File: config.mk
export PLATFORM = sky130hd
export DESIGN_NAME = spi_sr_ctrl
export DESIGN_NICKNAME = d
export VERILOG_FILES = /design/src/rtl/spi_sr_pkg.sv /design/src/rtl/spi_sr_sync.sv /design/src/rtl/spi_sr_shifter.sv /design/src/rtl/spi_sr_exec.sv /design/src/rtl/spi_sr_ctrl.sv
export SDC_FILE = /design/constraint.sdc
export NUM_CORES = 1
export LEC_CHECK = 0
export ABC_AREA = 1
export BUFFER_PORTS_ARGS = -buffer_cell sky130_fd_sc_hd__buf_2
export CAP_MARGIN = 30
export CORE_MARGIN = 3
export CORE_UTILIZATION = 41
export DETAILED_ROUTE_END_ITERATION = 8
export HOLD_SLACK_MARGIN = 0.08
export PLACE_DENSITY = 0.67
export SYNTH_ARGS = -nofsm -noshare
export SYNTH_HDL_FRONTEND = slang
export SYNTH_SLANG_ARGS = --single-unit
File: constraint.sdc
create_clock -name clk -period 0.99 [get_ports clk]
set_input_delay 0 -clock clk [delete_from_list [all_inputs] [get_ports clk]]
set_output_delay 0 -clock clk [all_outputs]
set_load 0.1 [all_outputs]
File: src/rtl/spi_sr_pkg.sv
package spi_sr_pkg;
  localparam logic [7:0] OP_WRDIS = 8'h04;
  localparam logic [7:0] OP_WREN  = 8'h06;
  localparam logic [7:0] OP_ARM   = 8'h50;
  localparam logic [7:0] OP_WRSTS = 8'h01;

  localparam int SR_BUSY  = 0;
  localparam int SR_WEL   = 1;
  localparam int SR_PROT  = 2;
  localparam int PROT_W   = 4;
  localparam int SR_AUTO  = 6;
  localparam int SR_LOCK  = 7;
  localparam int SR_W     = 8;
endpackage

File: src/rtl/spi_sr_sync.sv
module spi_sr_sync #(
  parameter int STAGES = 2,
  parameter int W = 1,
  parameter logic [W-1:0] RST_VAL = '0
) (
  input  logic         clk,
  input  logic         rst,
  input  logic [W-1:0] d,
  output logic [W-1:0] q
);
  generate
    if (STAGES == 0) begin : g_pass
      assign q = d;
    end else begin : g_chain
      logic [W-1:0] st [STAGES];
      always_ff @(posedge clk) begin
        if (rst) begin
          for (int i = 0; i < STAGES; i++) st[i] <= RST_VAL;
        end else begin
          st[0] <= d;
          for (int i = 1; i < STAGES; i++) st[i] <= st[i-1];
        end
      end
      assign q = st[STAGES-1];
    end
  endgenerate
endmodule

File: src/rtl/spi_sr_shifter.sv
module spi_sr_shifter #(
  parameter int CMD_BITS = 8,
  parameter int DATA_BITS = 8,
  localparam int WORD_W = CMD_BITS + DATA_BITS,
  localparam int CNT_MAX = WORD_W + 1,
  localparam int CNT_W = $clog2(CNT_MAX + 1)
) (
  input  logic              clk,
  input  logic              rst,
  input  logic              sck,
  input  logic              cs_n,
  input  logic              si,
  input  logic              wp_n,
  output logic              done,
  output logic [WORD_W-1:0] word,
  output logic [CNT_W-1:0]  cnt,
  output logic              wp_n_end
);
  logic              sck_q, cs_q;
  logic [WORD_W-1:0] shreg;
  logic [CNT_W-1:0]  bits;

  always_ff @(posedge clk) begin
    if (rst) begin
      sck_q    <= 1'b0;
      cs_q     <= 1'b1;
      shreg    <= '0;
      bits     <= '0;
      done     <= 1'b0;
      word     <= '0;
      cnt      <= '0;
      wp_n_end <= 1'b1;
    end else begin
      sck_q <= sck;
      cs_q  <= cs_n;
      done  <= 1'b0;
      if (cs_n && !cs_q) begin
        done     <= 1'b1;
        word     <= shreg;
        cnt      <= bits;
        wp_n_end <= wp_n;
        bits     <= '0;
      end else if (!cs_n && sck && !sck_q) begin
        shreg <= {shreg[WORD_W-2:0], si};
        if (bits != CNT_W'(CNT_MAX)) bits <= bits + 1'b1;
      end
    end
  end
endmodule

File: src/rtl/spi_sr_exec.sv
module spi_sr_exec
  import spi_sr_pkg::*;
#(
  parameter int CMD_BITS = 8,
  parameter int DATA_BITS = 8,
  parameter logic [PROT_W-1:0] PROT_RST = '0,
  localparam int WORD_W = CMD_BITS + DATA_BITS,
  localparam int CNT_W = $clog2(WORD_W + 2)
) (
  input  logic              clk,
  input  logic              rst,
  input  logic              done,
  input  logic [WORD_W-1:0] word,
  input  logic [CNT_W-1:0]  cnt,
  input  logic              wp_n_end,
  input  logic              busy_in,
  input  logic              aai_start,
  output logic [SR_W-1:0]   status
);
  logic              busy_q, wel, auto_f, lock, armed;
  logic [PROT_W-1:0] prot;
  logic              is_short, is_long, locked;
  logic [CMD_BITS-1:0]  op_s, op_l;
  logic [DATA_BITS-1:0] dat;

  always_comb begin
    is_short = (cnt == CNT_W'(CMD_BITS));
    is_long  = (cnt == CNT_W'(WORD_W));
    op_s     = word[CMD_BITS-1:0];
    op_l     = word[WORD_W-1:DATA_BITS];
    dat      = word[DATA_BITS-1:0];
    locked   = !wp_n_end && lock;
  end

  always_ff @(posedge clk) begin
    if (rst) begin
      busy_q <= 1'b0;
      wel    <= 1'b0;
      auto_f <= 1'b0;
      lock   <= 1'b0;
      armed  <= 1'b0;
      prot   <= PROT_RST;
    end else begin
      busy_q <= busy_in;
      if (aai_start) auto_f <= 1'b1;
      if (done) begin
        armed <= 1'b0;
        if (is_short && op_s == OP_WRDIS) begin
          wel    <= 1'b0;
          auto_f <= 1'b0;
        end else if (is_short && op_s == OP_WREN) begin
          wel   <= 1'b1;
          armed <= 1'b1;
        end else if (is_short && op_s == OP_ARM) begin
          armed <= 1'b1;
        end else if (is_long && op_l == OP_WRSTS && armed && !locked) begin
          prot <= dat[SR_PROT +: PROT_W];
          lock <= dat[SR_LOCK];
        end
      end
    end
  end

  always_comb begin
    status          = '0;
    status[SR_BUSY] = busy_q;
    status[SR_WEL]  = wel;
    status[SR_PROT +: PROT_W] = prot;
    status[SR_AUTO] = auto_f;
    status[SR_LOCK] = lock;
  end
endmodule

File: src/rtl/spi_sr_ctrl.sv
module spi_sr_ctrl
  import spi_sr_pkg::*;
#(
  parameter int SYNC_STAGES = 2,
  parameter logic [PROT_W-1:0] PROT_RST = '0
) (
  input  logic            clk,
  input  logic            rst,
  input  logic            spi_sck,
  input  logic            spi_cs_n,
  input  logic            spi_si,
  input  logic            spi_wp_n,
  input  logic            busy_in,
  input  logic            aai_start,
  output logic            spi_so,
  output logic            spi_so_oe,
  output logic [SR_W-1:0] status_q
);
  localparam int CMD_BITS = 8;
  localparam int DATA_BITS = 8;
  localparam int WORD_W = CMD_BITS + DATA_BITS;
  localparam int CNT_W = $clog2(WORD_W + 2);

  logic [3:0]        pins_s;
  logic              cmd_done, cmd_wp_n;
  logic [WORD_W-1:0] cmd_word;
  logic [CNT_W-1:0]  cmd_cnt;

  spi_sr_sync #(.STAGES(SYNC_STAGES), .W(4), .RST_VAL(4'b0101)) u_sync (
    .clk(clk), .rst(rst),
    .d({spi_sck, spi_cs_n, spi_si, spi_wp_n}),
    .q(pins_s)
  );

  spi_sr_shifter #(.CMD_BITS(CMD_BITS), .DATA_BITS(DATA_BITS)) u_shift (
    .clk(clk), .rst(rst),
    .sck(pins_s[3]), .cs_n(pins_s[2]), .si(pins_s[1]), .wp_n(pins_s[0]),
    .done(cmd_done), .word(cmd_word), .cnt(cmd_cnt), .wp_n_end(cmd_wp_n)
  );

  spi_sr_exec #(.CMD_BITS(CMD_BITS), .DATA_BITS(DATA_BITS), .PROT_RST(PROT_RST)) u_exec (
    .clk(clk), .rst(rst),
    .done(cmd_done), .word(cmd_word), .cnt(cmd_cnt), .wp_n_end(cmd_wp_n),
    .busy_in(busy_in), .aai_start(aai_start),
    .status(status_q)
  );

  assign spi_so    = 1'b0;
  assign spi_so_oe = 1'b0;
endmodule

== After elaboration in Yosys (flattened, before gate mapping) ==
Memories as Yosys holds them, arrays and structs flattened.
Cells that the tools add are included.

* Memory bits (writable): 8
* Memories kept: 1
* Flip-flop bits (word level): 55
* Word-level logic and storage cells: 64
* Bits in latches: 0
* Input bits: 8
* Memory bits (read-only): 0

{| class="wikitable"
|+ Memories
! memory !! depth !! width !! read ports !! clocked after Yosys merged registers in !! wr ports !! line !! text
|-
| u_sync.g_chain.st || 2 || 4 || 2 || 0 || 2 || spi_sr_sync.sv:15 || <nowiki>logic [W-1:0] st [STAGES];</nowiki>
|}

* Muxes and demuxes: 14
* Add/subtract/negate cells: 1
* Shift operators: 0
* Divide/modulo/power cells: 0
* Bitwise gates (word level): 6
* Reduce and logical (&&, ||, !) cells: 21
* Eq/ne operators: 7
* $mul: 0
* Order comparisons: 0

{| class="wikitable"
|+ Operator list
! cell !! count
|-
| == test 8 x 3 -> 1 bit, second input constant || 2
|-
| two-way mux 1 bit || 12
|-
| logical AND 1 bit || 10
|-
| == test 8 x 1 -> 1 bit, second input constant || 1
|-
| == test 8 x 7 -> 1 bit, second input constant || 1
|-
| two-way mux 4 bit || 2
|-
| AND reduction 2 bit || 3
|-
| adder 5 x 1 -> 5 bit, second input constant || 1
|-
| == test 5 x 4 -> 1 bit, second input constant || 1
|-
| == test 5 bit, second input constant || 1
|-
| zero test 1 bit || 5
|-
| inequality test 5 bit, second input constant || 1
|-
| AND reduction 5 bit || 1
|-
| NOT 1 bit || 4
|-
| OR 1 bit || 2
|-
| nonzero test 2 bit || 1
|-
| OR reduction 2 bit || 1
|}

== Longest topological paths before layout ==
Gate-level depths: netlist (run 1).

* Depth in word-level cells: 5
* Depth in mapped cells: 8
* Gate-level depth less buffers: 8

== Modules after synthesis ==
From an unflattened synthesis (run 1), not the netlist that was laid out.

* Cell total of the unflattened synthesis: 325
* Area total of the unflattened synthesis: 2587.5 um^2

{| class="wikitable"
|+ Modules (own cells, without submodules)
! module !! cells each !! area an instance (um^2) !! instances !! sequential area each (um^2)
|-
| spi_sr_shifter || 203 || 1760.4 || 1 || 920.9
|-
| spi_sr_exec || 90 || 554.3 || 1 || 180.2
|-
| spi_sr_sync || 29 || 254.0 || 1 || 160.2
|-
| spi_sr_ctrl || 3 || 18.8 || 1 || 0.0
|}

== Worst setup path after synthesis (run 1) ==
Ideal clock, no wire load.

* Kind: register to register
* Start point: register, netlist name u_exec.prot[0]
* End point: register u_exec.prot[0]
* Library setup time: 66 ps
* Data required time: 924 ps
* Data arrival time: 1113 ps
* Clock period less this slack: 1179 ps
* Stages on the path, launching flop included: 3
* Setup slack: -189 ps
* Cell sequence: dfxtp_1 a21oi_1 nor2_1

{| class="wikitable"
|+ RTL lines
! item !! line !! text
|-
| end signal, assigned || spi_sr_exec.sv:57 || <nowiki>prot <= dat[SR_PROT +: PROT_W];</nowiki>
|-
| end, declared || spi_sr_exec.sv:21 || <nowiki>logic [PROT_W-1:0] prot;</nowiki>
|}

== Final worst setup path (run 1) ==
* Start point: register u_shift.word[2]
* End point: register u_exec.armed

* Cells in the longest elaborated chain, start to end: 5
* Elaborated cells between the ends (all ways): 9

{| class="wikitable"
|+ Ends and longest elaborated chain
! item !! line !! text
|-
| start, declared || spi_sr_shifter.sv:15 || <nowiki>output logic [WORD_W-1:0] word,</nowiki>
|-
| start signal, assigned || spi_sr_shifter.sv:39 || <nowiki>word <= shreg;</nowiki>
|-
| == test 8 x 7 -> 1 bit || spi_sr_exec.sv:54 || <nowiki>end else if (is_short && op_s == OP_ARM) begin</nowiki>
|-
| logical AND 1 bit || spi_sr_exec.sv:54 ||
|-
| two-way mux 1 bit || spi_sr_exec.sv:54 ||
|-
| two-way mux 1 bit || spi_sr_exec.sv:51 || <nowiki>end else if (is_short && op_s == OP_WREN) begin</nowiki>
|-
| two-way mux 1 bit (*) || spi_sr_exec.sv:48 || <nowiki>if (is_short && op_s == OP_WRDIS) begin</nowiki>
|-
| end signal, assigned || spi_sr_exec.sv:47 || <nowiki>armed <= 1'b0;</nowiki>
|-
| end signal, assigned || spi_sr_exec.sv:53 || <nowiki>armed <= 1'b1;</nowiki>
|-
| end signal, assigned || spi_sr_exec.sv:55 || <nowiki>armed <= 1'b1;</nowiki>
|-
| end, declared || spi_sr_exec.sv:20 || <nowiki>logic busy_q, wel, auto_f, lock, armed;</nowiki>
|}

Every way passes the cells marked *; elsewhere a longest branch is shown, timed or not.
A chain may end at the register's enable or synchronous reset.

==> results of run 1 <==
[worst max-delay path: cells and delay by family, from the launching register on]
family                 cells  cell delay, ns
AOI/OAI and AO/OA          1            0.14
DFF                        1            0.36
and+or+nand+nor            6            0.63
buffers and inverters      1            0.05
[cells by family (layout without fill, tap and decap cells)]
family / Yosys count / count (layout) / share of synthesized area
compound gates: 67 / 67 / 0.165
fa+ha+maj: 2 / 2 / 0.0100
other cells: 1 / 2 / 0.00150
xor+xnor: 3 / 3 / 0.0105
buf+inv: 68 / 129 / 0.126
flops: 63 / 63 / 0.504
simple gates: 87 / 89 / 0.183
[sequential cells by signal (all words and copies together), names as in the netlist, 4 cells and up]
name / flops
u_shift.cnt: 5
u_sync.g_chain.st: 8
u_shift.word: 16
u_shift.shreg: 16
u_shift.bits: 5
u_exec.prot: 4
[where the power goes]
| group | total [mW] | internal [mW] | leakage (nW) | switching (mW) |
|---|---|---|---|---|
| combinational | 0.401 | 0.170 | 0.826 | 0.232 |
| clock | 2.52 | 1.55 | 0.114 | 0.966 |
| sequential | 2.58 | 2.56 | 0.518 | 0.0210 |
| total | 5.50 | 4.29 | 1.46 | 1.22 |
[per-stage QoR]
stage           util  instance area [um^2]  instances  total power, mW
6_report       0.652                  3720        427             5.50
4_1_cts        0.590                  3370        420             5.48
2_1_floorplan      -                  2520        292             2.85
3_3_place_gp   0.518                  2960        393             2.94
3_5_place_dp   0.518                  2960        393             2.95
5_1_grt        0.652                  3720        427             5.66
[cell type report]
class / count / area [um^2]
clock buffer: 13 / 159
clock inverter: 3 / 65.1
fill: 426 / 1990
inverter: 52 / 208
multi-input combinational: 163 / 1200
sequential: 63 / 1280
tap: 72 / 90.1
timing repair buffer: 61 / 712
[worst min-delay path by stage]
stage                                                    end  slack (ns)  startpoint  depth (start not counted)
final                     u_sync.g_chain.st[0][2]$_SDFF_PP1_        0.38    spi_cs_n                          3
after detailed placement  u_sync.g_chain.st[0][2]$_SDFF_PP1_        0.19    spi_cs_n                          2
after CTS                 u_sync.g_chain.st[0][2]$_SDFF_PP1_        0.36    spi_cs_n                          3
after global placement    u_sync.g_chain.st[0][2]$_SDFF_PP1_        0.18    spi_cs_n                          2
after floorplan           u_sync.g_chain.st[0][0]$_SDFF_PP1_        0.10    spi_wp_n                          1
after global routing      u_sync.g_chain.st[0][0]$_SDFF_PP1_        0.40    spi_wp_n                          3
[timing repair]
| action | in CTS | in global routing |
|---|---|---|
| hold buffers | 7 | 0 |
| resized for setup | 33 | 64 |
| setup endpoints to repair | 47 | 51 |
| pin swaps | 8 | 13 |
| buffers inserted | 3 | 2 |
| endpoints found under the hold margin | 8 | 0 |
| cloned | 1 | 5 |
[layout by cell type, fill, tap and decap left out, types with 6 or more instances in the layout]
master / count
dfxtp_1: 48
inv_1: 42
nand2_1: 29
buf_4: 24
o21ai_2: 21
a21oi_1: 21
nor2_1: 19
dfxtp_2: 13
o22ai_2: 12
buf_12: 12
clkbuf_8: 11
a21oi_2: 8
nor2_4: 7
dlygate4sd3_1: 7
buf_2: 7
nand2_2: 6
[per-layer routing]
metal  share of wire  GRT usage  up-vias
met4           0.029     0.0629        0
met3           0.040     0.0513       18
met1            0.40      0.178     1017
li1                -          -     1043
met5               0          0        -
met2            0.53      0.253       52
==> results.ini, run 1 <==
[worst_hold_path]
hp-class = in -> reg

[clocking]
clk_latency_ns = 0.34
cts_made_buffers = 9
htreeDepth = 3
cts_tree = done
cts_sinks = 63
cts_root_buffer = clkbuf_8
path_clk_slew_ns = 0.07
clock_path_buffers = 2

[outcome]
violations = setup timing
status = finished, violations left

[setup_path]
r2r_slack_ns = -0.25
endpoint = u_exec.armed$_SDFFE_PP0P_
slowest_stage = dfxtp_2
r2r_end = u_exec.armed$_SDFFE_PP0P_
cp_max_fo = 2
cp-startpoint = u_shift.word[2]$_SDFFE_PP0P_
r2r_cells = 8
worstSetupPathType = reg -> reg
critPathCaptureType = flip-flop
slowest_delay_ns = 0.36
crit_arrival_ns = 1.52
required_ns = 1.27
worst_path_most_repeated_cell = nand2_1
r2r-start = u_shift.word[2]$_SDFFE_PP0P_
crit_path_start_kind = flip-flop
path_cells = inv_2 -> nor2_2 -> nand2_1 -> nor2_2 -> nand2_1 -> nand2_1 -> nand2_1 -> a21oi_2

[synth]
synthTopCellsByArea = dfxtp_1, inv_1, nand2_1
yosysMostFrequentCell = dfxtp_1
synthArstFlopShare = 0
synth_area_um2 = 2500
ys_seq_area_frac = 0.504
synthDistinctLibCells = 28
yosysWarnings = 0
synth_common_cells = dfxtp_1, inv_1, nand2_1
synth.avg_cell_area_um2 = 8.60
synth-seq-cells = 63
synth_ff_type = dfxtp_1
synth_edf_count = 0
synth_top_area_frac = 0.504
synth_cells = 291
yosysTopAreaCell = dfxtp_1

[floorplanning]
die_h_um = 84.1
num_io_pins = 18
rows = 27
start_util = 0.438
fp.dieW_um = 84.1
core_area_um2 = 5710
die-area_um2 = 7080

[grt]
grt_max_degree = 23
grt_pass1_wl_um = 8530
grt_use_total = 0.151
antenna_found_initial = 0
grt_pass1_vias = 1959
grt_overflow = 0

[placement]
numPortBuffers = 15
detailedPlace.worstSlack_ns = -0.108
gp_congestion = 0.765
dp_hpwl_um = 3330

[sta]
fin_crit_ns = 1.24
final.setup.worst_slack_ns = -0.250
slew_viol_final = 0
setup_tns_ns = -2.92
fmax_mhz = 807
setup_viol = 49
finalHoldViolCount = 0
holdWs_ns = 0.377
rsz0062_at_grt = yes
skew_ns = 0.00944
fin_crit_sh = 1.25

[drt]
drc = 0
drt-initial-drc-count = 132
via_count = 2130
vias_per_cell = 4.99
wire_per_inst_um = 14.8
routed_wl_um = 6330
first_pass_iters = 4
ant_nets = 0

[layout]
antenna_cells = 0
area_growth_syn_to_layout_pct = 48.8
drive_gt1_frac = 0.482
fin_nets = 360

[power]
p_leak_nw = 1.46
powerDensity_nw_per_um2 = 1480
ir_drop_mv = 1.26

[flow_run]
drv_cap = 0

Note: power is estimated with default switching activity, not from simulation.
==> run 2, diff against run 1 <==
--- a/config.mk
+++ b/config.mk
@@ -8,11 +8,13 @@
 export ABC_AREA = 1
 export BUFFER_PORTS_ARGS = -buffer_cell sky130_fd_sc_hd__buf_2
 export CAP_MARGIN = 30
+export CORE_ASPECT_RATIO = 0.5
 export CORE_MARGIN = 3
 export CORE_UTILIZATION = 41
 export DETAILED_ROUTE_END_ITERATION = 8
 export HOLD_SLACK_MARGIN = 0.08
 export PLACE_DENSITY = 0.67
+export SKIP_CTS_REPAIR_TIMING = 1
 export SYNTH_ARGS = -nofsm -noshare
 export SYNTH_HDL_FRONTEND = slang
 export SYNTH_SLANG_ARGS = --single-unit
==> run 2 against run 1 <==
  * The run still ends with setup timing left
  * Non-clock buffer count is 9 lower
  * Design area down 5.9%
  * First-iteration DRC count decreased by 54%
  * Clock skew decreased by 0.0029 ns
  * Via count is 5.3% lower
  * Flip-flop and latch count is the same
  * Cell count shrank 1.9%
  * Clock-buffer cell count fell by 2
  * Combinational power is 17% lower
  * Critical path type unchanged
  * Critical endpoint is now u_exec.lock$_SDFFE_PP0P_
==> results.ini, run 2 (same netlist as run 1, synthesis figures left out) <==
[outcome]
status = finished, violations left
violations = setup timing

[sta]
fin_crit_ns = 1.14
finalHoldViolCount = 0
holdWs_ns = 0.101
slew_viol_final = 0
setup_viol = 40
final.setup.worst_slack_ns = -0.149
fmax_mhz = 878
rsz0062_at_grt = yes
skew_ns = 0.00653
fin_crit_sh = 1.15
setup_tns_ns = -1.95

[clocking]
cts_root_buffer = clkbuf_16
path_clk_slew_ns = 0.05
clock_path_buffers = 2
cts_sinks = 63
cts_tree = done
clk_latency_ns = 0.32
htreeDepth = 3
cts_made_buffers = 9

[grt]
grt_pass1_wl_um = 8070
grt_pass1_vias = 1818
grt_use_total = 0.148
grt_overflow = 0
grt_max_degree = 33
antenna_found_initial = 0

[power]
ir_drop_mv = 1.06
powerDensity_nw_per_um2 = 1730
p_leak_nw = 1.38
finalPower_mw = 6.06

[setup_path]
cp-startpoint = u_shift.word[9]$_SDFFE_PP0P_
critPathCaptureType = flip-flop
r2r-start = u_shift.word[9]$_SDFFE_PP0P_
cp_max_fo = 5
crit_path_start_kind = flip-flop
r2r_slack_ns = -0.15
endpoint = u_exec.lock$_SDFFE_PP0P_
r2r_end = u_exec.lock$_SDFFE_PP0P_
r2r_cells = 7
crit_arrival_ns = 1.35
worstSetupPathType = reg -> reg
required_ns = 1.20

[worst_hold_path]
hp-class = in -> reg
min_from = rst

[placement]
placed_cells = 392
numPortBuffers = 15
gp_congestion = 0.796
dp_hpwl_um = 3410

[layout]
final_common_cell = dfxtp_1
area_growth_syn_to_layout_pct = 40.0
antenna_cells = 0
layout.cells.non_filler = 419
top_regs = u_shift.shreg (16), u_shift.word (16), u_sync.g_chain.st (8)
final_cell_mix = dfxtp_1, inv_1, nand2_1, a21oi_1, buf_4
fillerInstances = 429
fin_nets = 351
drive_gt1_frac = 0.361

[drt]
first_pass_iters = 4
drc = 0
drt-initial-drc-count = 61
vias_per_cell = 4.82
via_count = 2018
routed_wl_um = 5470
ant_nets = 0
wire_per_inst_um = 13.1

[flow_run]
drv_cap = 0

[floorplanning]
fp.dieW_um = 116
rows = 19
core_area_um2 = 5680
die-area_um2 = 7130
start_util = 0.440
die_h_um = 61.2
num_io_pins = 18

## run 2: cell types whose count changed in the layout (fill, tap and decap cells not counted), moves of 4 or more
cell	previous run	this run
o21ai_2	21	2
o21ai_0	0	12
clkbuf_8	11	2
o21ai_1	2	9
clkbuf_16	4	10
o22ai_1	3	9
o22ai_2	12	6
buf_6	5	1
## run 2: final cells by class
cell class	instances	area, um^2	share of cell area
tap	73	91.3	0.0261
inverter	52	205	0.0586
sequential	63	1280	0.366
clock inverter	5	56.3	0.0161
multi-input combinational	163	1050	0.301
clock buffer	11	253	0.0721
timing repair buffer	52	562	0.160
## run 2: how the worst min path moves through the flow
stage	slack [ns]	cells after the start	end
6_report	0.10	3	u_sync.g_chain.st[0][7]$_SDFF_PP0_
5_1_grt	0.11	3	u_sync.g_chain.st[0][7]$_SDFF_PP0_
4_1_cts	-0.15	2	u_sync.g_chain.st[0][2]$_SDFF_PP1_
3_5_place_dp	0.18	2	u_sync.g_chain.st[0][2]$_SDFF_PP1_
3_3_place_gp	0.18	2	u_sync.g_chain.st[0][0]$_SDFF_PP1_
2_1_floorplan	0.10	1	u_sync.g_chain.st[0][0]$_SDFF_PP1_
## run 2: power breakdown
group	leakage [nW]	total, mW	internal (mW)	switching [mW]
sequential	0.516	2.59	2.57	0.0185
combinational	0.711	0.332	0.136	0.196
clock	0.152	3.14	2.08	1.06
## run 2: per-stage QoR
stage               instance area (um^2)  setup slack [ns]  utilization
finish                              3500            -0.149        0.617
CTS                                 3250            -0.152        0.573
global placement                    2950           -0.0672        0.518
detailed placement                  2950            -0.119        0.518
global route                        3500            -0.228        0.617
floorplan                           2520           -0.0128            -
## run 2: metal layers
layer	routed length, um	vias up	track usage
li1	-	1019	-
met1	2460	922	0.176
met2	2630	65	0.249
met3	285	12	0.0618
met4	97	0	0.0479
met5	0	-	0
## run 2: worst max-delay path, cell delays in order (launching register included)
cell and delay (ns):
dfxtp_1 0.30, inv_1 0.08, nand4_1 0.12, buf_6 0.15
nor2_4 0.17, nand3_1 0.10, nand2_1 0.07, nor2_1 0.04
